### config.mk
export PLATFORM = sky130hd
export DESIGN_NAME = circ_win_addr
export DESIGN_NICKNAME = d
export VERILOG_FILES = /design/src/rtl/circ_win_pkg.sv /design/src/rtl/circ_win_next.sv /design/src/rtl/circ_win_ctrl.sv /design/src/rtl/circ_win_datapath.sv /design/src/rtl/circ_win_addr.sv
export SDC_FILE = /design/constraint.sdc
export NUM_CORES = 1
export LEC_CHECK = 0
export ABC_CLOCK_PERIOD_IN_PS = 2050
export CAP_MARGIN = 20
export CORE_AREA = 2 2 96 98
export CTS_CLUSTER_DIAMETER = 60
export DETAILED_ROUTE_END_ITERATION = 7
export DIE_AREA = 0 0 98 100
export GPL_TIMING_DRIVEN = 0
export PLACE_DENSITY = 0.75
export SYNTH_ARGS = -nofsm -noshare
export SYNTH_HDL_FRONTEND = slang
export SYNTH_SLANG_ARGS = --single-unit
### constraint.sdc
create_clock -name clk -period 2.05 [get_ports clk]
set_clock_uncertainty 0.1 [all_clocks]
set_input_delay 0.5125 -clock clk [delete_from_list [all_inputs] [get_ports clk]]
set_output_delay 0.5125 -clock clk [all_outputs]
set_load 0.005 [all_outputs]
### src/rtl/circ_win_pkg.sv
`timescale 1ns/1ps
package circ_win_pkg;

  typedef enum logic [1:0] {
    SEL_RD_PTR = 2'd0,
    SEL_WR_PTR = 2'd1,
    SEL_START  = 2'd2,
    SEL_END    = 2'd3
  } regSel_e;

  localparam int NUM_PTRS = 2;
  localparam int PTR_RD   = 0;
  localparam int PTR_WR   = 1;

  typedef struct packed {
    logic [NUM_PTRS-1:0] loadPtr;
    logic [NUM_PTRS-1:0] incPtr;
    logic                loadStart;
    logic                loadEnd;
  } ctrlStrobes_t;

endpackage

### src/rtl/circ_win_next.sv
`timescale 1ns/1ps
module circ_win_next #(
  parameter int               ADDR_W  = 16,
  parameter logic [ADDR_W-1:0] MEM_TOP = 16'h5FFF
) (
  input  logic [ADDR_W-1:0] curPtr,
  input  logic [ADDR_W-1:0] bndStart,
  input  logic [ADDR_W-1:0] bndEnd,
  output logic [ADDR_W-1:0] nextPtr
);

  localparam logic [ADDR_W-1:0] ONE = {{(ADDR_W-1){1'b0}}, 1'b1};

  // The end boundary is compared first, so it outranks the top-of-memory wrap.
  always_comb begin
    if (curPtr == bndEnd) begin
      nextPtr = bndStart;
    end else if (curPtr == MEM_TOP) begin
      nextPtr = '0;
    end else begin
      nextPtr = curPtr + ONE;
    end
  end

endmodule

### src/rtl/circ_win_ctrl.sv
`timescale 1ns/1ps
module circ_win_ctrl
  import circ_win_pkg::*;
(
  input  logic         regWrEn,
  input  logic [1:0]   regSel,
  input  logic         rdAccess,
  input  logic         wrAccess,
  output ctrlStrobes_t strobes
);

  logic [NUM_PTRS-1:0] accessVec;

  assign accessVec[PTR_RD] = rdAccess;
  assign accessVec[PTR_WR] = wrAccess;

  always_comb begin
    strobes                 = '0;
    strobes.loadPtr[PTR_RD] = regWrEn && (regSel == SEL_RD_PTR);
    strobes.loadPtr[PTR_WR] = regWrEn && (regSel == SEL_WR_PTR);
    strobes.loadStart       = regWrEn && (regSel == SEL_START);
    strobes.loadEnd         = regWrEn && (regSel == SEL_END);
    // A host load of a pointer wins over its increment.
    strobes.incPtr          = accessVec & ~strobes.loadPtr;
  end

endmodule

### src/rtl/circ_win_datapath.sv
`timescale 1ns/1ps
module circ_win_datapath
  import circ_win_pkg::*;
#(
  parameter int                ADDR_W  = 16,
  parameter logic [ADDR_W-1:0] MEM_TOP = 16'h5FFF
) (
  input  logic              clk,
  input  logic              rst,
  input  ctrlStrobes_t      strobes,
  input  logic [ADDR_W-1:0] wrData,
  output logic [ADDR_W-1:0] ptrOut [NUM_PTRS],
  output logic [ADDR_W-1:0] startOut,
  output logic [ADDR_W-1:0] endOut
);

  logic [ADDR_W-1:0] startQ;
  logic [ADDR_W-1:0] endQ;
  logic [ADDR_W-1:0] ptrQ  [NUM_PTRS];
  logic [ADDR_W-1:0] ptrNx [NUM_PTRS];

  always_ff @(posedge clk) begin
    if (rst) begin
      startQ <= '0;
      endQ   <= MEM_TOP;
    end else begin
      if (strobes.loadStart) startQ <= {wrData[ADDR_W-1:1], 1'b0};
      if (strobes.loadEnd)   endQ   <= {wrData[ADDR_W-1:1], 1'b1};
    end
  end

  for (genvar gi = 0; gi < NUM_PTRS; gi++) begin : g_ptr
    circ_win_next #(.ADDR_W(ADDR_W), .MEM_TOP(MEM_TOP)) next_i (
      .curPtr  (ptrQ[gi]),
      .bndStart(startQ),
      .bndEnd  (endQ),
      .nextPtr (ptrNx[gi])
    );

    always_ff @(posedge clk) begin
      if (rst) begin
        ptrQ[gi] <= '0;
      end else if (strobes.loadPtr[gi]) begin
        ptrQ[gi] <= wrData;
      end else if (strobes.incPtr[gi]) begin
        ptrQ[gi] <= ptrNx[gi];
      end
    end

    assign ptrOut[gi] = ptrQ[gi];

    AST_PTR_LOAD_WINS: assert property (@(posedge clk) disable iff (rst)
      strobes.loadPtr[gi] |=> ptrQ[gi] == $past(wrData)) else $error("load lost");

    AST_PTR_HOLD: assert property (@(posedge clk) disable iff (rst)
      (!strobes.loadPtr[gi] && !strobes.incPtr[gi]) |=> $stable(ptrQ[gi])) else $error("ptr moved");

    AST_END_JUMP: assert property (@(posedge clk) disable iff (rst)
      (strobes.incPtr[gi] && ptrQ[gi] == endQ && !strobes.loadStart)
        |=> ptrQ[gi] == $past(startQ)) else $error("no jump at end");

    AST_TOP_WRAP: assert property (@(posedge clk) disable iff (rst)
      (strobes.incPtr[gi] && ptrQ[gi] == MEM_TOP && ptrQ[gi] != endQ)
        |=> ptrQ[gi] == '0) else $error("no wrap at top");
  end

  assign startOut = startQ;
  assign endOut   = endQ;

  AST_START_EVEN: assert property (@(posedge clk) disable iff (rst)
    !startQ[0]) else $error("start odd");

  AST_END_ODD: assert property (@(posedge clk) disable iff (rst)
    endQ[0]) else $error("end even");

endmodule

### src/rtl/circ_win_addr.sv
`timescale 1ns/1ps
module circ_win_addr
  import circ_win_pkg::*;
#(
  parameter int                ADDR_W  = 16,
  parameter logic [ADDR_W-1:0] MEM_TOP = 16'h5FFF
) (
  input  logic              clk,
  input  logic              rst,
  input  logic              regWrEn,
  input  logic [1:0]        regSel,
  input  logic [ADDR_W-1:0] regWrData,
  input  logic              rdAccess,
  input  logic              wrAccess,
  output logic [ADDR_W-1:0] rdAddr,
  output logic [ADDR_W-1:0] wrAddr,
  output logic [ADDR_W-1:0] regionStart,
  output logic [ADDR_W-1:0] regionEnd
);

  ctrlStrobes_t      strobes;
  logic [ADDR_W-1:0] ptrOut [NUM_PTRS];

  circ_win_ctrl ctrl_i (
    .regWrEn (regWrEn),
    .regSel  (regSel),
    .rdAccess(rdAccess),
    .wrAccess(wrAccess),
    .strobes (strobes)
  );

  circ_win_datapath #(.ADDR_W(ADDR_W), .MEM_TOP(MEM_TOP)) dp_i (
    .clk     (clk),
    .rst     (rst),
    .strobes (strobes),
    .wrData  (regWrData),
    .ptrOut  (ptrOut),
    .startOut(regionStart),
    .endOut  (regionEnd)
  );

  assign rdAddr = ptrOut[PTR_RD];
  assign wrAddr = ptrOut[PTR_WR];

endmodule

==> Word level (Yosys, flattened, before mapping) <==
Memories as Yosys holds them, arrays and structs flattened.
Index checks and enable logic that the tools add are counted.
{ "classes": {"muxes": 24, "n_addsub": 2, "n_bitwise": 6, "reduce_logical": 5, "n_eq_ne": 7} }
{ "op_table": {"columns": ["operator", "count"], "rows": [
  ["2-to-1 mux 16 bit", 8],
  ["adder 16 x 1 -> 16 bit, second input constant", 2],
  ["== test 16 x 15 -> 1 bit, second input constant", 2],
  ["== test 16 bit", 2],
  ["2-to-1 mux 1 bit", 16],
  ["== test 2 bit, second input constant", 2],
  ["logical AND 1 bit", 4],
  ["bitwise OR 1 bit", 4],
  ["AND 2 bit", 1],
  ["== test 2 x 1 -> 1 bit, second input constant", 1],
  ["logical NOT 2 bit", 1],
  ["inverter 2 bit", 1]
]} }
{ "totals": {"out_inout_bits": 64, "mem_count": 1, "reg_bits": 30, "ram_bits": 32} }
{ "mem_list": {"columns": ["name", "depth", "width", "read_ports", "rd_clocked_by_memory_dff", "write_ports", "line_no", "text"], "rows": [
  ["dp_i.ptrQ", 2, 16, 2, 0, 2, "circ_win_datapath.sv:19", "logic [ADDR_W-1:0] ptrQ [NUM_PTRS];"]
]} }

==> Logic depth before layout (Yosys ltp) <==
Gate-level depths: netlist of the first run.
{ "logic_depth": {"ltp_word": 9, "ltp_mapped": 7} }

==> Modules after synthesis <==
A second synthesis of the first run with hierarchy kept.
{ "unflattened": {"hier_cells": 426, "hier_area_um2": 4127.7} }
{ "modules_own_cells": {"columns": ["mod", "area_each_um2", "cells_each", "seq_area_each_um2", "n_inst"], "rows": [
  ["circ_win_datapath", 2576.2, 201, 1561.5, 1],
  ["circ_win_next", 752.0, 109, 0.0, 2],
  ["circ_win_ctrl", 47.5, 7, 0.0, 1]
]} }

==> Least setup slack after synthesis of the first run <==
OpenSTA, ideal clock, no wires.
{ "synth_path": {"path_kind": "register to register", "startpoint": "memory dp_i.ptrQ[0][6]", "endpoint": "memory dp_i.ptrQ[0][9], data pin", "t_arrival_ns": 1.713, "path_stages_with_launch": 7, "setup_slack_ns": -0.030, "t_required_ns": 1.684, "setup_ns": 0.266, "cell_sequence": "edfxtp_1 > xnor2_1 > nand4_2 > nor4_4 > or2_4 > buf_12 > o221ai_2"} }
{ "synth_lines": {"columns": ["element", "line_no"], "rows": [
  ["from (decl)", "circ_win_datapath.sv:19"]
]} }

==> summary.md, run 1 <==
| Metric | Value |
|---|---|
| Final ANT Viol Nets | `0` |
| Largest net degree at the start of global routing | `17` |
| CP peak stage delay | `410 ps` |
| Register area share after synthesis | `40.1%` |
| Compound-Gate Fraction of Synth Area | `13.0%` |
| Synth warn | `0` |
| Post-Layout Cell Count | `688` |
| CTS tree | `yes` |
| Antenna cells | `0` |
| Largest cells by area after synthesis | `edfxtp_1 (25%), dfxtp_1 (15%), nand2_1 (8.6%), xnor2_1 (8.5%), xor2_1 (3.8%)` |
| Top cell type by total area after synthesis | `edfxtp_1` |
| Cts bufs inserted | `9` |
| # port buffers | `84` |
| Commonest non-fill, non-tap cell in the layout | `nand2_1` |
| Adder-Cell Fraction of Synth Area | `0.642%` |
| Clock-pin slew on the worst setup and hold paths | `70 ps` |
| Hold WC Path Type | `reg -> reg` |
| Vias in the first global route | `4006` |
| CP Launch Type | `register` |
| Outcome | `finished, violations left` |
| Simple-Gate Fraction of Synth Area | `27.8%` |
| Core area | `8890 um2` |
| Leak | `0.00236 uW` |
| PnR worst setup slack | `-124 ps` |
| Vias per cell | `6.07` |
| First-pass GRT wire length | `21700 um` |
| Post-Syn Nets | `449` |
| Post-Syn Instances | `424` |
| DIE WIDTH | `98 um` |
| WHS | `391 ps` |
| Final Max Slew Viols | `0` |
| Post-synthesis mux area share | `1.03%` |
| Initial DRC count | `386` |
| XOR/XNOR share of the synthesized area | `12.8%` |
| 1st-pass router iterations | `5` |
| CTS Root Cell | `clkbuf_8` |
| Combinational family with the most area after synthesis | `simple AND/OR/NAND/NOR gates` |
| Minimum clock period | `2170 ps` |
| Gr ovfl total | `0` |
| CP Max Fanout | `10` |
| Worst-skew pair later-pin latency | `360 ps` |
| IO Count | `87` |
| Fin. Hold Viols | `0` |
| Most frequent cells in the layout | `nand2_1 (87), clkdlybuf4s50_1 (73), buf_4 (46)` |
| CP Cell Sequence | `buf_4 -> xnor2_2 -> nand4_1 -> nor4_4 -> or2_4 -> buf_12 -> o211ai_2` |
| DRC Markers | `0` |
| Max_cap viols | `0` |
| PD cells | `607 nW/um2` |
| Die height | `100 um` |
| Critical path class | `reg -> reg` |
| Max_slew headroom | `63.7%` |
| Crit. End Element | `register` |
| Die area | `9800 um2` |
| CP arrival | `2180 ps` |
| WL/cell | `20.9 um` |
| Cell Area, Synth | `3890 um2` |
| CTS Hold Bufs | `0` |
| Initial antenna violation count | `0` |
| DP HPWL | `9710 um` |
| Initial Utilization | `43.8%` |
| Area Growth Syn to Fin | `50.5%` |
| Flop2flop setup slack | `-120 ps` |
| Placed cells | `619` |
| Share of layout cells above drive strength 1 | `26.0%` |
| Clock buffer depth | `2` |
| CTS HTree Levels | `3` |
| Final setup fails | `28` |
| VDD IR max | `374 uV` |
| Slowest CP cell | `edfxtp_1` |
| Slew @ Worst Pin | `544 ps` |
| Period utilization | `106%` |
| CTS sink count | `62` |
| Fin nets | `597` |
| Mapped Avg Cell Area | `9.19 um2` |
| Netlist cell types | `59` |
| WL final | `14400 um` |
| Max Clk Rate | `460 MHz` |
| DR vias | `4179` |
| Overall Power | `3560 uW` |
| Share of Yosys cell area claimed by the top area cell type | `24.7%` |
| Total global-route track usage | `28.8%` |
| Row count | `35` |
| Gpl congestion | `0.936` |
| FF+latch count, synth | `62` |
| RSZ-0062 raised after global routing | `yes` |
| Failing checks | `setup timing` |
| Worst EP required | `2050 ps` |
-- power breakdown --
part	switching, uW	total (uW)	internal, uW	leakage [uW]
Sequential	124	1520	1400	0.000598
Clock	511	1200	691	0.000115
Combinational	378	836	458	0.00165
-- routing by layer --
metal | vias up | part of all wire, % | track usage [%]
met5 | - | 0 | 0
met3 | 55 | 8.3 | 5.15
met2 | 281 | 48 | 47.5
met1 | 2019 | 39 | 37.2
li1 | 1824 | - | -
met4 | 0 | 4.3 | 13.0
-- through the flow --
stage	utilization, %	setup WS [ps]	cell area [um2]	TNS, ps
detailed placement	54.8	-697	4870	-42400
CTS	61.7	-50.6	5490	-635
finish	65.9	-124	5860	-2050
global placement	54.8	-685	4870	-39160
floorplan	-	-20.0	3890	-174
global route	65.9	-190	5860	-3860
-- area by class of cell --
type	count	area (um2)
Multi-Input combinational cell	328	2430
Timing Repair Buffer	140	1320
Clock buffer	13	179
Clock inverter	3	40.0
Sequential cell	62	1570
Tap cell	111	139
Inverter	9	33.8
Buffer	22	145
Fill cell	675	3030
-- state kept, by name, summed over array words and instances (netlist names) --
signal / cells
dp_i.endOut: 15
dp_i.ptrQ: 32
dp_i.startOut: 15
-- logic make-up (layout without fill, tap and decap cells) --
group / count (synthesis) / after routing
adder cells (fa/ha/maj): 2 / 2
AND/OR/NAND/NOR: 198 / 198
flip-flops: 62 / 62
other: 2 / 2
AO/OA/AOI/OAI: 66 / 66
buffers and inverters: 34 / 187
multiplexers: 4 / 4
XOR/XNOR: 56 / 56
-- cell usage after synthesis, drive strengths merged --
master,instances
nand4b,1
xnor2,39
nor2,16
or4,1
conb,2
inv,9
o221ai,4
mux2i,4
a211oi,6
a32oi,4
nor3b,2
edfxtp,32
xor2,17
and4,3
a221o,1
nor2b,1
o31ai,3
nand2b,2
nor4,6
nand4,17
nor4b,1
ha,2
buf,10
clkbuf,15
nand2,90
o21ai,12
nand3,25
a221oi,3
or3,4
or2,2
nand3b,14
a21oi,23
dfxtp,30
a32o,1
a31o,1
and3,4
o211ai,7
o41ai,1
and3b,1
nor3,5
and2,3
-- repair_timing --
| item | 4_1_cts | 5_1_grt |
|---|---|---|
| gates resized for setup | 34 | 52 |
| setup buffers | 38 | 19 |
| pin swaps | 21 | 8 |
| endpoints found under the setup margin | 65 | 42 |
| cloned | 0 | 0 |
-- worst max-delay path: cells and delay by family (launching register included) --
| family | cells | cell delay, ps |
|---|---|---|
| AO/OA/AOI/OAI | 1 | 90 |
| AND/OR/NAND/NOR | 3 | 760 |
| XOR/XNOR | 1 | 230 |
| flip-flops | 1 | 410 |
| buffers and inverters | 2 | 330 |
-- final timing paths --
path / startpoint / cells past startpoint / end
setup / recovery: dp_i.ptrQ[0][8] / 7 / dp_i.ptrQ[0][11]
hold / removal: dp_i.startOut[7] / 2 / dp_i.startOut[7]
setup reg to reg: dp_i.ptrQ[0][8] / 7 / dp_i.ptrQ[0][11]
hold reg to reg: dp_i.startOut[7] / 2 / dp_i.startOut[7]
(Power assumes the default switching activity.)
==> inputs of run 2 (changes only) <==
--- a/config.mk
+++ b/config.mk
@@ -5,14 +5,13 @@
 export SDC_FILE = /design/constraint.sdc
 export NUM_CORES = 1
 export LEC_CHECK = 0
-export ABC_CLOCK_PERIOD_IN_PS = 2050
+export ABC_CLOCK_PERIOD_IN_PS = 2000
 export CAP_MARGIN = 20
-export CORE_AREA = 2 2 96 98
-export CTS_CLUSTER_DIAMETER = 60
+export CORE_AREA = 2 2 117 119
+export CTS_CLUSTER_DIAMETER = 100
 export DETAILED_ROUTE_END_ITERATION = 7
-export DIE_AREA = 0 0 98 100
+export DIE_AREA = 0 0 119 121
 export GPL_TIMING_DRIVEN = 0
-export PLACE_DENSITY = 0.75
 export SYNTH_ARGS = -nofsm -noshare
 export SYNTH_HDL_FRONTEND = slang
 export SYNTH_SLANG_ARGS = --single-unit
==> constraint.sdc (replaced) <==
create_clock -name clk -period 2 [get_ports clk]
set_clock_uncertainty 0.1 [all_clocks]
set_input_delay 0.5 -clock clk [delete_from_list [all_inputs] [get_ports clk]]
set_output_delay 0.5 -clock clk [all_outputs]
set_load 0.005 [all_outputs]
==> run 2 against run 1 <==
Compared with the run above: the run still ends with setup timing left; highest routed layer unchanged; setup slack worse by 58 ps; combinational power up 8.6%; worst hold slack better by 10 ps; final cell count up 12%; fmax down 0.36%; die area up 47%; first-iteration DRC count up 1.6%; register-to-register slack worse by 60 ps; non-clock buffer count up 19; critical endpoint is now dp_i.ptrQ[1][6].
==> summary.md, run 2 (synthesis gave the netlist of run 1 again) <==
| Metric | Value |
|---|---|
| Outcome | `finished, violations left` |
| Failing checks | `setup timing` |
| DRC Markers | `0` |
| Gpl congestion | `1.01` |
| CTS HTree Levels | `3` |
| Final Max Slew Viols | `0` |
| DIE WIDTH | `119 um` |
| Period utilization | `109%` |
| IO Count | `87` |
| Share of layout cells above drive strength 1 | `32.2%` |
| Slew @ Worst Pin | `571 ps` |
| Core area | `13100 um2` |
| Fin nets | `616` |
| Vias in the first global route | `3820` |
| Worst-skew pair later-pin latency | `340 ps` |
| WL/cell | `20.1 um` |
| VDD IR max | `438 uV` |
| CP Cell Sequence | `buf_6 -> xnor2_4 -> nand4_1 -> nor4_4 -> buf_6 -> buf_8 -> mux2i_1 -> a21oi_1` |
| Most frequent cells in the layout | `nand2_1 (86), clkdlybuf4s50_1 (66), buf_4 (61)` |
| Biggest register | `dp_i.ptrQ` |
| Commonest non-fill, non-tap cell in the layout | `nand2_1` |
| WL final | `15500 um` |
| Final ANT Viol Nets | `0` |
| CP Launch Type | `register` |
| # port buffers | `84` |
| Crit. End Element | `register` |
| Area Growth Syn to Fin | `60.4%` |
| Die area | `14400 um2` |
| Row count | `42` |
| First-pass GRT wire length | `22700 um` |
| 1st-pass router iterations | `5` |
| PD cells | `645 nW/um2` |
| Cts bufs inserted | `9` |
| Initial antenna violation count | `0` |
| Slowest CP cell | `edfxtp_1` |
| Initial DRC count | `392` |
| Leak | `0.00255 uW` |
| Hold WC Path Type | `reg -> reg` |
| CTS sink count | `62` |
| Max reg flops | `32` |
| DR vias | `4135` |
| Critical path class | `reg -> reg` |
| Fin. Hold Viols | `0` |
| PnR worst setup slack | `-182 ps` |
| Vias per cell | `5.36` |
| CP arrival | `2160 ps` |
| Die height | `121 um` |
| CTS Hold Bufs | `0` |
| CP Max Fanout | `7` |
| Initial Utilization | `29.8%` |
| Minimum clock period | `2180 ps` |
| Worst EP required | `1980 ps` |
| Overall Power | `4030 uW` |
| RSZ-0062 raised after global routing | `yes` |
| Clock buffer depth | `2` |
| Buf+Inv Stages, Crit Path | `3` |
| CTS tree | `yes` |
| Setup TNS | `-3040 ps` |
| Max_slew headroom | `61.9%` |
| Max Clk Rate | `458 MHz` |
| Antenna cells | `0` |
| Largest delay share family, worst path | `simple AND/OR/NAND/NOR gates` |
| Layout fillers | `1180` |
| Total global-route track usage | `21.0%` |
| DP HPWL | `10600 um` |
| CTS Root Cell | `clkbuf_16` |
| Cell mode on critical path | `buf_6` |
| Max_cap viols | `0` |
| Clock-pin slew on the worst setup and hold paths | `60 ps` |
| Largest net degree at the start of global routing | `17` |
| CP peak stage delay | `400 ps` |
| Gr ovfl total | `0` |
| Final setup fails | `31` |
-- run 2: cell types whose count changed in the layout (fill, tap and decap cells not counted), moves of 4 or more --
cell / change
buf_4: +15
clkbuf_16: +11
clkbuf_8: -11
clkdlybuf4s50_1: -7
dfxtp_2: +7
dlygate4sd2_1: +7
xnor2_2: +7
dfxtp_1: -6
buf_6: +4
xnor2_1: -4
-- run 2: timing repair --
item,in CTS,in global routing
resized for setup,64,53
cloned,0,1
endpoints found under the hold margin,0,0
pin swaps,22,25
endpoints found under the setup margin,88,70
setup buffers,42,33
-- run 2: final cells by class --
cell class	instances	area, um2	area share [%]
buffer	22	154	2.46
multi-input combinational	328	2480	39.7
tap	176	220	3.53
inverter	9	33.8	0.541
sequential	62	1580	25.3
timing repair buffer	159	1490	23.8
clock inverter	3	15.0	0.240
clock buffer	13	282	4.51
-- run 2: per-stage QoR --
stage / area [um2] / setup WS (ps) / cells / util (%) / hold WS, ps
after floorplan: 3900 / -70.0 / 424 / - / 365
after global placement: 4960 / -717 / 684 / 37.9 / 373
after detailed placement: 4960 / -746 / 684 / 37.9 / 394
after CTS: 5770 / -107 / 739 / 44.1 / 402
after global routing: 6250 / -274 / 772 / 47.7 / 416
final: 6250 / -182 / 772 / 47.7 / 401
-- run 2: where the power goes --
| group | internal, uW | switching [uW] |
|---|---|---|
| logic | 493 | 415 |
| registers | 1430 | 123 |
| clock network | 976 | 589 |
| total | 2900 | 1130 |
-- run 2: path summary, 6_finish.rpt --
kind / startpoint / end / slack [ps] / depth (start not counted)
max reg2reg: dp_i.ptrQ[1][3] / dp_i.ptrQ[1][6] / -180 / 8
max: dp_i.ptrQ[1][3] / dp_i.ptrQ[1][6] / -180 / 8
min: dp_i.startOut[1] / dp_i.startOut[1] / 400 / 2
min reg2reg: dp_i.startOut[1] / dp_i.startOut[1] / 400 / 2
-- run 2: worst reg2reg max path, stage by stage, from the launching register on --
cell	delay, ps
edfxtp_1	400
buf_6	160
xnor2_4	150
nand4_1	170
nor4_4	340
buf_6	180
buf_8	140
mux2i_1	190
a21oi_1	100
-- run 2: routing by layer --
| layer | up-vias | wire, um | global-route usage [%] |
|---|---|---|---|
| met5 | - | 0 | 0 |
| met4 | 0 | 415 | 7.44 |
| met3 | 35 | 1310 | 3.95 |
| met2 | 225 | 7140 | 32.9 |
| met1 | 2016 | 6660 | 29.0 |
| li1 | 1859 | - | - |
